<file path="src/rtl/xpt_pkg.sv">
package xpt_pkg;

   // sequencer phases
   typedef enum logic [1:0] {
      SEQ_IDLE  = 2'd0,
      SEQ_SHIFT = 2'd1,
      SEQ_UPD   = 2'd2,
      SEQ_REL   = 2'd3
   } seq_state_t;

   // one field per device output: select bits plus one enable bit
   function automatic int field_width(input int selw);
      return selw + 1;
   endfunction

endpackage

</file>
<file path="src/rtl/xpt_stream_pack.sv">
module xpt_stream_pack #(
   parameter int NDEV     = 2,
   parameter int NOUT     = 16,
   parameter int SELW     = 4,
   parameter bit D0_FIRST = 1'b1,
   localparam int FLD     = xpt_pkg::field_width(SELW),
   localparam int TOT     = NDEV * NOUT * FLD
) (
   input  logic [NDEV*NOUT*SELW-1:0] sel_flat,
   input  logic [NDEV*NOUT-1:0]      en_flat,
   output logic [TOT-1:0]            stream
);

   // stream[TOT-1] leaves first: farthest device, highest output first
   for (genvar d = 0; d < NDEV; d++) begin : g_dev
      for (genvar o = 0; o < NOUT; o++) begin : g_out
         localparam int BASE = ((NDEV-1-d)*NOUT + (NOUT-1-o)) * FLD;
         localparam int IDX  = d*NOUT + o;
         for (genvar k = 0; k < FLD; k++) begin : g_bit
            if (D0_FIRST) begin : g_lsb
               if (k < SELW) begin : g_sel
                  assign stream[TOT-1-BASE-k] = sel_flat[IDX*SELW + k];
               end else begin : g_en
                  assign stream[TOT-1-BASE-k] = en_flat[IDX];
               end
            end else begin : g_msb
               if (k == 0) begin : g_en
                  assign stream[TOT-1-BASE-k] = en_flat[IDX];
               end else begin : g_sel
                  assign stream[TOT-1-BASE-k] = sel_flat[IDX*SELW + SELW - k];
               end
            end
         end
      end
   end

endmodule

</file>
<file path="src/rtl/xpt_sclk_div.sv">
module xpt_sclk_div #(
   parameter int HALF_CYC = 2,
   localparam int CW      = (HALF_CYC > 1) ? $clog2(HALF_CYC) : 1
) (
   input  logic clk,
   input  logic rst_n,
   input  logic run,
   output logic sclk,
   output logic rise_evt
);

   logic [CW-1:0] cnt;
   logic          wrap;

   if (HALF_CYC < 1) begin : g_bad_half
      $error("HALF_CYC must be at least 1");
   end

   assign wrap     = run && (cnt == CW'(HALF_CYC-1));
   // low phase ending: the serial clock goes high at the next edge
   assign rise_evt = wrap && !sclk;

   always_ff @(posedge clk or negedge rst_n) begin
      if (!rst_n) begin
         cnt  <= '0;
         sclk <= 1'b1;
      end else if (!run) begin
         cnt  <= '0;
         sclk <= 1'b1;
      end else if (wrap) begin
         cnt  <= '0;
         sclk <= ~sclk;
      end else begin
         cnt  <= cnt + 1'b1;
      end
   end

   // the serial clock only moves while a shift is running
   a_r5_idle_high : assert property (@(posedge clk) disable iff (!rst_n)
      !run |-> sclk);

endmodule

</file>
<file path="src/rtl/xpt_seq_ctl.sv">
module xpt_seq_ctl
   import xpt_pkg::*;
#(
   parameter int TOT     = 160,
   parameter int UPD_CYC = 3,
   localparam int BCW    = (TOT > 1) ? $clog2(TOT) : 1,
   localparam int UCW    = (UPD_CYC > 1) ? $clog2(UPD_CYC) : 1
) (
   input  logic           clk,
   input  logic           rst_n,
   input  logic           start,
   input  logic [TOT-1:0] stream,
   input  logic           sclk,
   input  logic           rise_evt,
   output logic           run,
   output logic           ser_data,
   output logic           ce_n,
   output logic           upd_n,
   output logic           mode_par,
   output logic           busy,
   output logic           done
);

   if (TOT < 2) begin : g_bad_tot
      $error("stream must hold at least two bits");
   end
   if (UPD_CYC < 1) begin : g_bad_upd
      $error("UPD_CYC must be at least 1");
   end

   seq_state_t     state;
   logic [TOT-1:0] sreg;
   logic [BCW-1:0] bit_cnt;
   logic [UCW-1:0] ucnt;
   logic           last_bit;

   assign run      = (state == SEQ_SHIFT);
   assign busy     = (state != SEQ_IDLE);
   assign last_bit = (bit_cnt == BCW'(TOT-1));

   always_ff @(posedge clk or negedge rst_n) begin
      if (!rst_n) begin
         state    <= SEQ_IDLE;
         sreg     <= '0;
         bit_cnt  <= '0;
         ucnt     <= '0;
         ser_data <= 1'b0;
         ce_n     <= 1'b1;
         upd_n    <= 1'b1;
         mode_par <= 1'b1;
         done     <= 1'b0;
      end else begin
         done <= 1'b0;
         case (state)
            SEQ_IDLE: begin
               if (start) begin
                  state    <= SEQ_SHIFT;
                  sreg     <= stream;
                  ser_data <= stream[TOT-1];
                  bit_cnt  <= '0;
                  ce_n     <= 1'b0;
                  mode_par <= 1'b0;
               end
            end
            SEQ_SHIFT: begin
               if (rise_evt) begin
                  if (last_bit) begin
                     state <= SEQ_UPD;
                     upd_n <= 1'b0;
                     ucnt  <= '0;
                  end else begin
                     bit_cnt  <= bit_cnt + 1'b1;
                     sreg     <= {sreg[TOT-2:0], 1'b0};
                     ser_data <= sreg[TOT-2];
                  end
               end
            end
            SEQ_UPD: begin
               if (ucnt == UCW'(UPD_CYC-1)) begin
                  upd_n <= 1'b1;
                  state <= SEQ_REL;
               end else begin
                  ucnt <= ucnt + 1'b1;
               end
            end
            default: begin
               state    <= SEQ_IDLE;
               ce_n     <= 1'b1;
               mode_par <= 1'b1;
               done     <= 1'b1;
            end
         endcase
      end
   end

   // data is steady across every capture edge of the chain
   a_r5_data_hold_at_fall : assert property (@(posedge clk) disable iff (!rst_n)
      $fell(sclk) |-> $stable(ser_data));

   // the chain is selected in serial mode whenever its clock is low
   a_r6_selected_when_clocking : assert property (@(posedge clk) disable iff (!rst_n)
      !sclk |-> (!ce_n && !mode_par));

   // update strobe only with the serial clock parked high
   a_r7_update_clock_parked : assert property (@(posedge clk) disable iff (!rst_n)
      !upd_n |-> (sclk && !ce_n));

   // single-cycle completion, after the strobe has returned high
   a_r8_done_single : assert property (@(posedge clk) disable iff (!rst_n)
      done |=> !done);
   a_r8_done_after_update : assert property (@(posedge clk) disable iff (!rst_n)
      done |-> ($past(upd_n) && upd_n && ce_n));

   // a transfer begins with the chain selected
   a_r10_busy_selects : assert property (@(posedge clk) disable iff (!rst_n)
      $rose(busy) |-> !ce_n);

endmodule

</file>
<file path="src/rtl/xpt_chain_prog.sv">
module xpt_chain_prog #(
   parameter int NDEV     = 2,
   parameter int NOUT     = 16,
   parameter int SELW     = 4,
   parameter int HALF_CYC = 2,
   parameter int UPD_CYC  = 3,
   parameter bit D0_FIRST = 1'b1,
   localparam int FLD     = xpt_pkg::field_width(SELW),
   localparam int TOT     = NDEV * NOUT * FLD
) (
   input  logic                      clk,
   input  logic                      rst_n,
   input  logic                      start,
   input  logic [NDEV*NOUT*SELW-1:0] cfg_sel,
   input  logic [NDEV*NOUT-1:0]      cfg_en,
   output logic                      busy,
   output logic                      done,
   output logic                      sclk_o,
   output logic                      sdata_o,
   output logic                      ce_n_o,
   output logic                      upd_n_o,
   output logic                      mode_par_o
);

   if (NDEV < 1) begin : g_bad_ndev
      $error("NDEV must be at least 1");
   end
   if (NOUT < 1 || SELW < 1) begin : g_bad_field
      $error("NOUT and SELW must be at least 1");
   end

   logic [TOT-1:0] stream;
   logic           run;
   logic           rise_evt;

   xpt_stream_pack #(
      .NDEV     (NDEV),
      .NOUT     (NOUT),
      .SELW     (SELW),
      .D0_FIRST (D0_FIRST)
   ) i_pack (
      .sel_flat (cfg_sel),
      .en_flat  (cfg_en),
      .stream   (stream)
   );

   xpt_sclk_div #(
      .HALF_CYC (HALF_CYC)
   ) i_div (
      .clk      (clk),
      .rst_n    (rst_n),
      .run      (run),
      .sclk     (sclk_o),
      .rise_evt (rise_evt)
   );

   xpt_seq_ctl #(
      .TOT     (TOT),
      .UPD_CYC (UPD_CYC)
   ) i_ctl (
      .clk      (clk),
      .rst_n    (rst_n),
      .start    (start),
      .stream   (stream),
      .sclk     (sclk_o),
      .rise_evt (rise_evt),
      .run      (run),
      .ser_data (sdata_o),
      .ce_n     (ce_n_o),
      .upd_n    (upd_n_o),
      .mode_par (mode_par_o),
      .busy     (busy),
      .done     (done)
   );

endmodule

</file>
<file path="config.mk">
export PLATFORM = sky130hd
export DESIGN_NAME = xpt_chain_prog
export DESIGN_NICKNAME = d
export VERILOG_FILES = /design/src/rtl/xpt_pkg.sv /design/src/rtl/xpt_stream_pack.sv /design/src/rtl/xpt_sclk_div.sv /design/src/rtl/xpt_seq_ctl.sv /design/src/rtl/xpt_chain_prog.sv
export SDC_FILE = /design/constraint.sdc
export NUM_CORES = 1
export LEC_CHECK = 0
export BUFFER_PORTS_ARGS = -buffer_cell sky130_fd_sc_hd__buf_2
export CORE_MARGIN = 2
export CORE_UTILIZATION = 45
export DETAILED_ROUTE_END_ITERATION = 7
export PLACE_DENSITY = 0.75
export SYNTH_ARGS = -nofsm -noshare
export SYNTH_HDL_FRONTEND = slang
export SYNTH_HIERARCHICAL = 1
export SYNTH_SLANG_ARGS = --single-unit
</file>
<file path="constraint.sdc">
create_clock -name clk -period 3.2 [get_ports clk]
set_clock_uncertainty 0.1 [all_clocks]
set_input_delay 0.32 -clock clk [delete_from_list [all_inputs] [get_ports clk]]
set_output_delay 0.32 -clock clk [all_outputs]
set_load 0.1 [all_outputs]
</file>
# Word level (Yosys, flattened, before mapping)
# Index checks and enable logic that the tools add are counted.
dict set report classes {
  n_addsub 3
  n_eq_ne 11
  muxes 32
  bitwise 2
  reduce_logical 14
}
# cell n
set ops {}
lappend ops {{two-way mux 159 bit} 3}
lappend ops {{case mux 159 bit (2 select lines)} 1}
lappend ops {{two-way mux 8 bit} 3}
lappend ops {{case mux 8 bit (2 select lines)} 1}
lappend ops {{AND reduction 4 bit} 4}
lappend ops {{two-way mux 2 bit} 7}
lappend ops {{two-way mux 1 bit} 12}
lappend ops {{adder 8 x 1 -> 8 bit, second input constant} 1}
lappend ops {{equality test 8 bit, second input constant} 1}
lappend ops {{inequality test 2 bit, second input constant} 4}
lappend ops {{inequality test 2 x 1 -> 1 bit, second input constant} 3}
lappend ops {{case mux 1 bit (2 select lines)} 3}
lappend ops {{case mux 2 bit (3 select lines)} 1}
lappend ops {{nonzero test 2 bit} 3}
lappend ops {{equality test 2 bit, second input constant} 2}
lappend ops {{case mux 2 bit (2 select lines)} 1}
lappend ops {{OR reduction 3 bit} 1}
lappend ops {{adder 2 x 1 -> 2 bit, second input constant} 1}
lappend ops {{equality test 2 x 1 -> 1 bit, second input constant} 1}
lappend ops {{logical AND 1 bit} 2}
lappend ops {{zero test 2 bit} 1}
lappend ops {{NOT 1 bit} 2}
lappend ops {{AND reduction 2 bit} 1}
lappend ops {{OR reduction 2 bit} 1}
lappend ops {{2 further kinds} 2}
dict set report totals {
  register_bits 177
  input_bits 163
  output_inout_bits 7
  wordCells 72
}

# Logic depth before layout (Yosys ltp)
# Gate-level depths: netlist of run 1.
dict set report depth {
  depth_word 5
  depth_mapped 10
  mapped_depth_nobuf 6
}

# Hierarchy
# The synthesis of run 1 kept the hierarchy.
# mod instances cells_each area_per_inst_um2 seq_area_each_um2
set modules_own_cells {}
lappend modules_own_cells {xpt_seq_ctl 1 811 8534.4 4381.7}
lappend modules_own_cells {xpt_stream_pack 1 160 1201.2 0.0}
lappend modules_own_cells {xpt_sclk_div 1 6 82.6 51.3}

# Least setup slack after synthesis of run 1
# No wires, ideal clock.
dict set report synth_timing {
  kind {register to register}
  start {register i_ctl.state[0]}
  end {register i_ctl.state[1]}
  setup_ps 127
  arrival_time_ps 2313
  t_required_ps 2973
  slack_ps 660
  path_stages_with_launch 8
  n_path_buf 1
  synth_period_minus_slack_ps 2540
  cell_sequence {dfrtp_1 inv_1 ha_1 inv_1 o22ai_2 clkbuf_1 a211o_1 mux2_1}
}
dict set report synth_via {
  elab_chain_cells 5
  elab_cells_between_ends 11
  classes_between {eq/ne: 6; mux: 1; reduce/logical: 4}
}
# element line
set synth_rtl {}
lappend synth_rtl {{from (decl)} xpt_seq_ctl.sv:31} ;# seq_state_t state;
lappend synth_rtl {{from (signal assigned)} xpt_seq_ctl.sv:43} ;# state <= SEQ_IDLE;
lappend synth_rtl {{from (signal assigned)} xpt_seq_ctl.sv:57} ;# state <= SEQ_SHIFT;
lappend synth_rtl {{from (signal assigned)} xpt_seq_ctl.sv:68} ;# state <= SEQ_UPD;
lappend synth_rtl {{equality test 2 x 1 -> 1 bit} {xpt_seq_ctl.sv:37, xpt_seq_ctl.sv:54}}
lappend synth_rtl {{logical AND 1 bit} xpt_sclk_div.sv:19} ;# assign wrap = run && (cnt == CW'(HALF_CYC-1));
lappend synth_rtl {{logical AND 1 bit} xpt_sclk_div.sv:21} ;# assign rise_evt = wrap && !sclk;
lappend synth_rtl {{inequality test 2 x 1 -> 1 bit (no source line)} -}
lappend synth_rtl {{AND reduction 4 bit (no source line)} -}
# Parallel ways exist; a longest one is shown, timed or not.
# A chain may end at the register's enable or synchronous reset.

# Worst setup path after layout of run 1
dict set report layout_timing {
  start {register i_ctl.state[0]}
  end {register i_ctl.sreg[139]}
}
dict set report layout_via {
  elab_chain_cells 5
  elab_cells_between_ends 10
  classes_between {eq/ne: 4; mux: 1; reduce/logical: 5}
}
# element line
set layout_rtl {}
lappend layout_rtl {{equality test 2 x 1 -> 1 bit} {xpt_seq_ctl.sv:37, xpt_seq_ctl.sv:54}}
lappend layout_rtl {{logical AND 1 bit} xpt_sclk_div.sv:19}
lappend layout_rtl {{logical AND 1 bit} xpt_sclk_div.sv:21}
lappend layout_rtl {{inequality test 2 x 1 -> 1 bit (no source line)} -}
lappend layout_rtl {{AND reduction 4 bit (no source line)} -}
lappend layout_rtl {{to (signal assigned)} xpt_seq_ctl.sv:58} ;# sreg <= stream;
lappend layout_rtl {{to (signal assigned)} xpt_seq_ctl.sv:73} ;# sreg <= {sreg[TOT-2:0], 1'b0};
lappend layout_rtl {{to (decl)} xpt_seq_ctl.sv:32} ;# logic [TOT-1:0] sreg;
# Parallel ways exist; a longest one is shown, timed or not.

==> flow_summary.toml, run 1 <==
[floorplanning]
die_w_um = 152
die_area_mm2 = 0.0230
start_util = 0.454
core_mm2 = 0.0216
num_io_pins = 170
row_count = 54
die_h_um = 152

[logic_synthesis]
syn_area_mm2 = 0.00982
synth_common_cells = "dfrtp_1, o21ai_0, buf_4, o21ai_1, mux2i_1"
yosysWarnings = 6
seq_area_frac_synth = 0.452
yosysTopAreaCell = "dfrtp_1"
yosysUniqueCellTypes = 42
synth_nets = 1146
syn_inst = 977
avgSynthCellArea_um2 = 10.0
synth_top_cell_area_share = 0.443
postSynth.asyncResetShare = 1.00
synth_most_common_cell = "dfrtp_1"
synth_edf_count = 0
ys_top_cells_by_area = "dfrtp_1, mux2i_1, buf_4, o21ai_0, o21ai_1"
ys_dominant_reg_cell = "dfrtp_1"
ys_ff_latch = 177

[timing]
worst_pin_slew_ns = 1.01
setup_ws_ns = 0.284
setup_viol = 0
hold_viol_final = 0
rsz0062_at_grt = "false"
final.setup.tns_ns = 0
slew_violations = 0
period_share = 0.911
max_freq_ghz = 0.343
slew_headroom = 0.329
fin_crit_ns = 2.92

[critical_path]
critPathTopFamily = "buffers and inverters"
cp_max_fo = 112
r2r-start = "i_ctl/state[0]"
critical_path_buf_inv_count = 3
r2r_cells = 8
cp_slowest_stage_delay_ns = 0.75
crit_path_end_kind = "flop"
critical_path_class = "flop to flop"
worstReg2RegEnd = "i_ctl/sreg[139]"
critPathMostFrequentCell = "buf_4"
crit_chain = "inv_1 > ha_1 > nor2_1 > a31o_4 > buf_4 > buf_4 > o21ai_0 > o21ai_1"
crit_path_start_kind = "flop"
rrSetupSlack_ns = 0.28
slowest_stage = "buf_4"
cp.required_ns = 3.44
worst_ep_arrival_time_ns = 3.16

[clock_network]
postCtsSetupRepairBufs = 0
cts_made_buffers = 17
clk_transition_reported_paths_ns = 0.07
clkLatencyLatePin_ns = 0.42
cts_buffer_depth = 2
htree_num_levels = 4
cts_tree = "yes"
clockRootBuffer = "clkbuf_16"
cts_sinks = 177

[place]
place_area_mm2 = 0.00959
dp_hpwl_um = 11800
place_ws_ns = 0.312
gp_congestion = 0.750
numPortBuffers = 169

[power]
p_int_mw = 3.64
p_seq_frac = 0.481
p_clk_frac = 0.485
power.leakage_nw = 5.68
ir_drop_mv = 0.323
powerDensity_mw_per_mm2 = 454
pwr-share-comb = 0.034
swShare = 0.217
p_switching_mw = 1.01

[final_layout]
area_growth_pct = 4.17
stdcell_area_mm2 = 0.0102
drive_gt1_frac = 0.235
num_antenna_cells = 0
nets = 1109

[hold_path]
min_to = "i_ctl/sreg[0]"
hp-start = "cfg_en[0]"
min_path_type = "input pin to flop"
hold_depth = 3

[route]
vias_per_cell = 5.42
ant_nets = 0
finalWirelength_um = 19700
drt-pass1-iter-count = 5
via_count = 6679
drc = 0
drtIter0Drc = 324
routedWlPerCell_um = 16.0

[grt]
grt_pass1_vias = 6493
grt_pass1_wl_um = 32400
grt_busiest_layer = "met2"
use_met1 = 0.237
use_met2 = 0.280
grt_max_degree = 139
gr-total-overflow = 0
gr-usage-all-layers = 0.174
antenna_found_initial = 1
met3_usage = 0.0467

[run]
max_cap_viol_count = 0

[outcome]
status = "complete, no violations"
stage by stage:
stage	power (mW)	instances	hold slack, ns	util
after CTS	4.72	1233	0.0328	0.473
final	4.65	1233	0.0568	0.473
after detailed placement	2.44	1200	0.345	0.443
after floorplan	2.42	977	-0.0756	-
after global routing	4.84	1233	0.0393	0.473
after global placement	2.44	1200	0.351	0.443
per-layer routing:
| layer | routed length [µm] | share of wire |
|---|---|---|
| met5 | 13 | 0.00066 |
| met4 | 155 | 0.0079 |
| met3 | 1080 | 0.055 |
| met2 | 9610 | 0.49 |
| met1 | 8870 | 0.45 |
worst min-delay path: stages:
cell	delay (ns)
buf_2	0.10
nand2_1	0.06
o21ai_1	0.05
flip-flops by register name (all words and copies together) (netlist names):
register / flops
i_ctl/ser_data: 1
i_ctl/ucnt: 2
i_ctl/done: 1
i_div/cnt: 1
i_ctl/upd_n: 1
i_ctl/mode_par: 1
i_ctl/sreg: 159
i_ctl/state: 2
i_ctl/bit_cnt: 8
i_div/sclk: 1
cells by family (layout without fill, tap and decap cells):
kind of cell,after synthesis,after routing,share of synthesized area
AOI/OAI and AO/OA,353,353,0.186
xor gates and xnor gates,1,1,0.000892
adders and majority gates,6,6,0.00765
buffers and inverters,245,221,0.166
DFF,177,177,0.452
muxes,162,162,0.165
and+or+nand+nor,33,33,0.0226
cell type report:
class	instances	area [µm²]
fill	2040	11400
inverter	8	30.0
tap	280	350
multi-input combinational	555	3780
sequential	177	4430
clock buffer	18	429
clock inverter	14	201
timing repair buffer	181	1010
cells in the final DEF, fill, tap and decap left out, drive strengths merged, types with 3 or more instances in the layout:
cell      instances
a21oi             5
o21ai           333
nand2b            3
nand3b            3
buf             180
and3              3
clkbuf           18
mux2i           161
inv              12
nand2             6
dfrtp           174
o211ai            6
bufinv            4
clkinvlp          4
ha                6
nand3             6
dfstp             3
how the worst max path moves through the flow:
stage | startpoint | depth (start not counted) | to | slack (ns)
after floorplan | i_ctl/state[0] | 7 | i_ctl/state[1] | 0.66
after global placement | i_ctl/state[0] | 8 | i_ctl/bit_cnt[4] | 0.32
after detailed placement | i_ctl/state[0] | 8 | i_ctl/bit_cnt[6] | 0.31
after CTS | i_ctl/state[0] | 8 | i_ctl/bit_cnt[6] | 0.30
after global routing | i_ctl/bit_cnt[5] | 6 | i_ctl/sreg[154] | 0.04
final | i_ctl/state[0] | 8 | i_ctl/sreg[139] | 0.28
power groups by stage:
| stage | combinational [mW] | sequential [mW] | clock [mW] |
|---|---|---|---|
| 2_1_floorplan | 0.145 | 2.28 | 0 |
| 3_3_place_gp | 0.159 | 2.28 | 0 |
| 3_5_place_dp | 0.159 | 2.28 | 0 |
| 4_1_cts | 0.161 | 2.24 | 2.33 |
| 5_1_grt | 0.176 | 2.23 | 2.43 |
| 6_report | 0.156 | 2.24 | 2.25 |
what timing repair did:
action,CTS,global route
endpoints found under the hold margin,81,0
gates resized for setup,0,0
hold buffers,1,0
No activity file was read; power rests on OpenSTA's default activity.
==> run 2, diff against run 1 <==
--- a/config.mk
+++ b/config.mk
@@ -10,2 +10,3 @@
 export CORE_UTILIZATION = 45
+export CTS_BUF_LIST = sky130_fd_sc_hd__clkbuf_2 sky130_fd_sc_hd__clkbuf_4 sky130_fd_sc_hd__clkbuf_8
 export DETAILED_ROUTE_END_ITERATION = 7
==> constraint.sdc (replaced) <==
create_clock -name clk -period 3.2 [get_ports clk]
set_clock_uncertainty 0.1 [all_clocks]
set_input_delay 0.16 -clock clk [delete_from_list [all_inputs] [get_ports clk]]
set_output_delay 0.16 -clock clk [all_outputs]
set_load 0.1 [all_outputs]
==> run 2 against run 1 <==
Compared with the run above:
- global-route usage is 2.4 points higher
- fmax is 0.59% higher
- critical path depth shrank 2
- highest routed layer is now met4
- clock-buffer cell count unchanged
- critical path type unchanged
- final cell count up 13%
- register-to-register slack better by 0.02 ns
- die area is the same
- sequential share of layout area is 5.2 points lower
- setup slack better by 0.017 ns
==> flow_summary.toml, run 2 (synthesis gave the netlist of run 1 again) <==
[timing]
slew_violations = 0
slew_headroom = 0.329
hold_viol_final = 0
rsz0062_at_grt = "false"
final.setup.tns_ns = 0
max_freq_ghz = 0.345
setup_viol = 0
fin_crit_ns = 2.90
period_share = 0.906
worst_pin_slew_ns = 1.01

[final_layout]
stdcell_area_mm2 = 0.0116
nets = 1270
drive_gt1_frac = 0.202
regMostFlops = "i_ctl/sreg"
largest_register_ffs = 159
mostFrequentLayoutCells = "dfrtp_1, o21ai_0, buf_2"
num_antenna_cells = 0
area_growth_pct = 18.5
final_common_cell = "dfrtp_1"
biggestRegsByFlops = "i_ctl/sreg: 159 flops, i_ctl/bit_cnt: 8 flops"

[grt]
gr-total-overflow = 0
grt_pass1_wl_um = 36700
gr-usage-all-layers = 0.198
grt_pass1_vias = 7421
grt_max_degree = 139
antenna_found_initial = 0

[floorplanning]
core_mm2 = 0.0216
die_area_mm2 = 0.0230
start_util = 0.454
die_h_um = 152
num_io_pins = 170
die_w_um = 152
row_count = 54

[power]
power.leakage_nw = 6.27
ir_drop_mv = 0.241
powerDensity_mw_per_mm2 = 362

[critical_path]
worst_ep_arrival_time_ns = 3.17
critPathMostFrequentCell = "buf_4"
cp.required_ns = 3.48
crit_chain = "nor4bb_4 > a31o_4 > buf_4 > buf_4 > o21ai_0 > o21ai_1"
crit_path_end_kind = "flop"
critPathTopFamily = "buffers and inverters"
critical_path_buf_inv_count = 2
cp_max_fo = 112
critical_path_class = "flop to flop"
crit_path_start_kind = "flop"
cp_slowest_stage_delay_ns = 0.76
slowest_stage = "buf_4"

[place]
dp_hpwl_um = 11700
numPortBuffers = 169
place_area_mm2 = 0.00959
gp_congestion = 0.749

[route]
vias_per_cell = 5.32
drtIter0Drc = 384
routedWlPerCell_um = 16.3
via_count = 7421
drc = 0
drt-pass1-iter-count = 4
ant_nets = 0
finalWirelength_um = 22700

[hold_path]
min_path_type = "input pin to asynchronous set/reset pin"

[run]
max_cap_viol_count = 0

[clock_network]
htree_num_levels = 4
cts_tree = "yes"
cts_buffer_depth = 2
postCtsSetupRepairBufs = 0
clockRootBuffer = "clkbuf_8"
cts_made_buffers = 17
clkLatencyLatePin_ns = 0.46
cts_sinks = 177
clk_transition_reported_paths_ns = 0.11

[outcome]
status = "complete, no violations"
-- run 2: changes by cell type in the layout (fill, tap and decap cells not counted), sizes merged --
cell / change
bufinv: -2
clkinv: +1
clkinvlp: -2
dlygate4sd3: +161
inv: +3
-- run 2: final timing paths --
kind / startpoint / to / slack, ns / cells past startpoint
worst max-delay path: i_ctl/bit_cnt[5] / i_ctl/sreg[144] / 0.30 / 6
worst min-delay path: rst_n / i_ctl/sreg[128] / 0.24 / 2
worst max register to register: i_ctl/bit_cnt[5] / i_ctl/sreg[144] / 0.30 / 6
worst min register to register: i_ctl/mode_par / i_ctl/mode_par / 0.42 / 2
max in group asynchronous: rst_n / i_ctl/upd_n / 1.87 / 3
min in group clk: cfg_sel[100] / i_ctl/sreg[129] / 0.40 / 4
-- run 2: where the power goes --
group          internal (mW)  leakage (nW)  switching [mW]  total [mW]
logic                  0.209          3.61           0.110       0.318
registers               2.24          2.45               0        2.24
clock network          0.748         0.209           0.914        1.66
total                   3.19          6.27            1.02        4.22
-- run 2: area by class of cell --
cell class | instances | area (µm²)
Inverter | 8 | 30.0
Clock buffer | 18 | 248
Multi-Input combinational cell | 555 | 3780
Timing Repair Buffer | 342 | 2620
Sequential cell | 177 | 4430
Tap cell | 280 | 350
Clock inverter | 14 | 174
Fill cell | 1872 | 9990
-- run 2: repair_timing --
action                    4_1_cts  5_1_grt
hold buffers                  162        0
gates resized for setup         0        0
hold endpoints to repair      249        0
-- run 2: stage by stage --
stage	worst slack, ns	util	total power [mW]	hold slack, ns	std cells
detailed placement	0.319	0.443	2.44	0.220	1200
global placement	0.327	0.443	2.44	0.233	1200
floorplan	0.660	-	2.42	-0.236	977
finish	0.302	0.538	4.22	0.237	1394
global route	0.0423	0.538	4.42	0.290	1394
CTS	0.282	0.538	4.28	0.263	1394
-- run 2: routing by layer --
layer,vias up,routed length [µm],track usage
li1,3526,-,-
met1,3659,9850,0.259
met2,212,11500,0.338
met3,24,1110,0.0389
met4,0,289,0.0500
met5,-,0,0
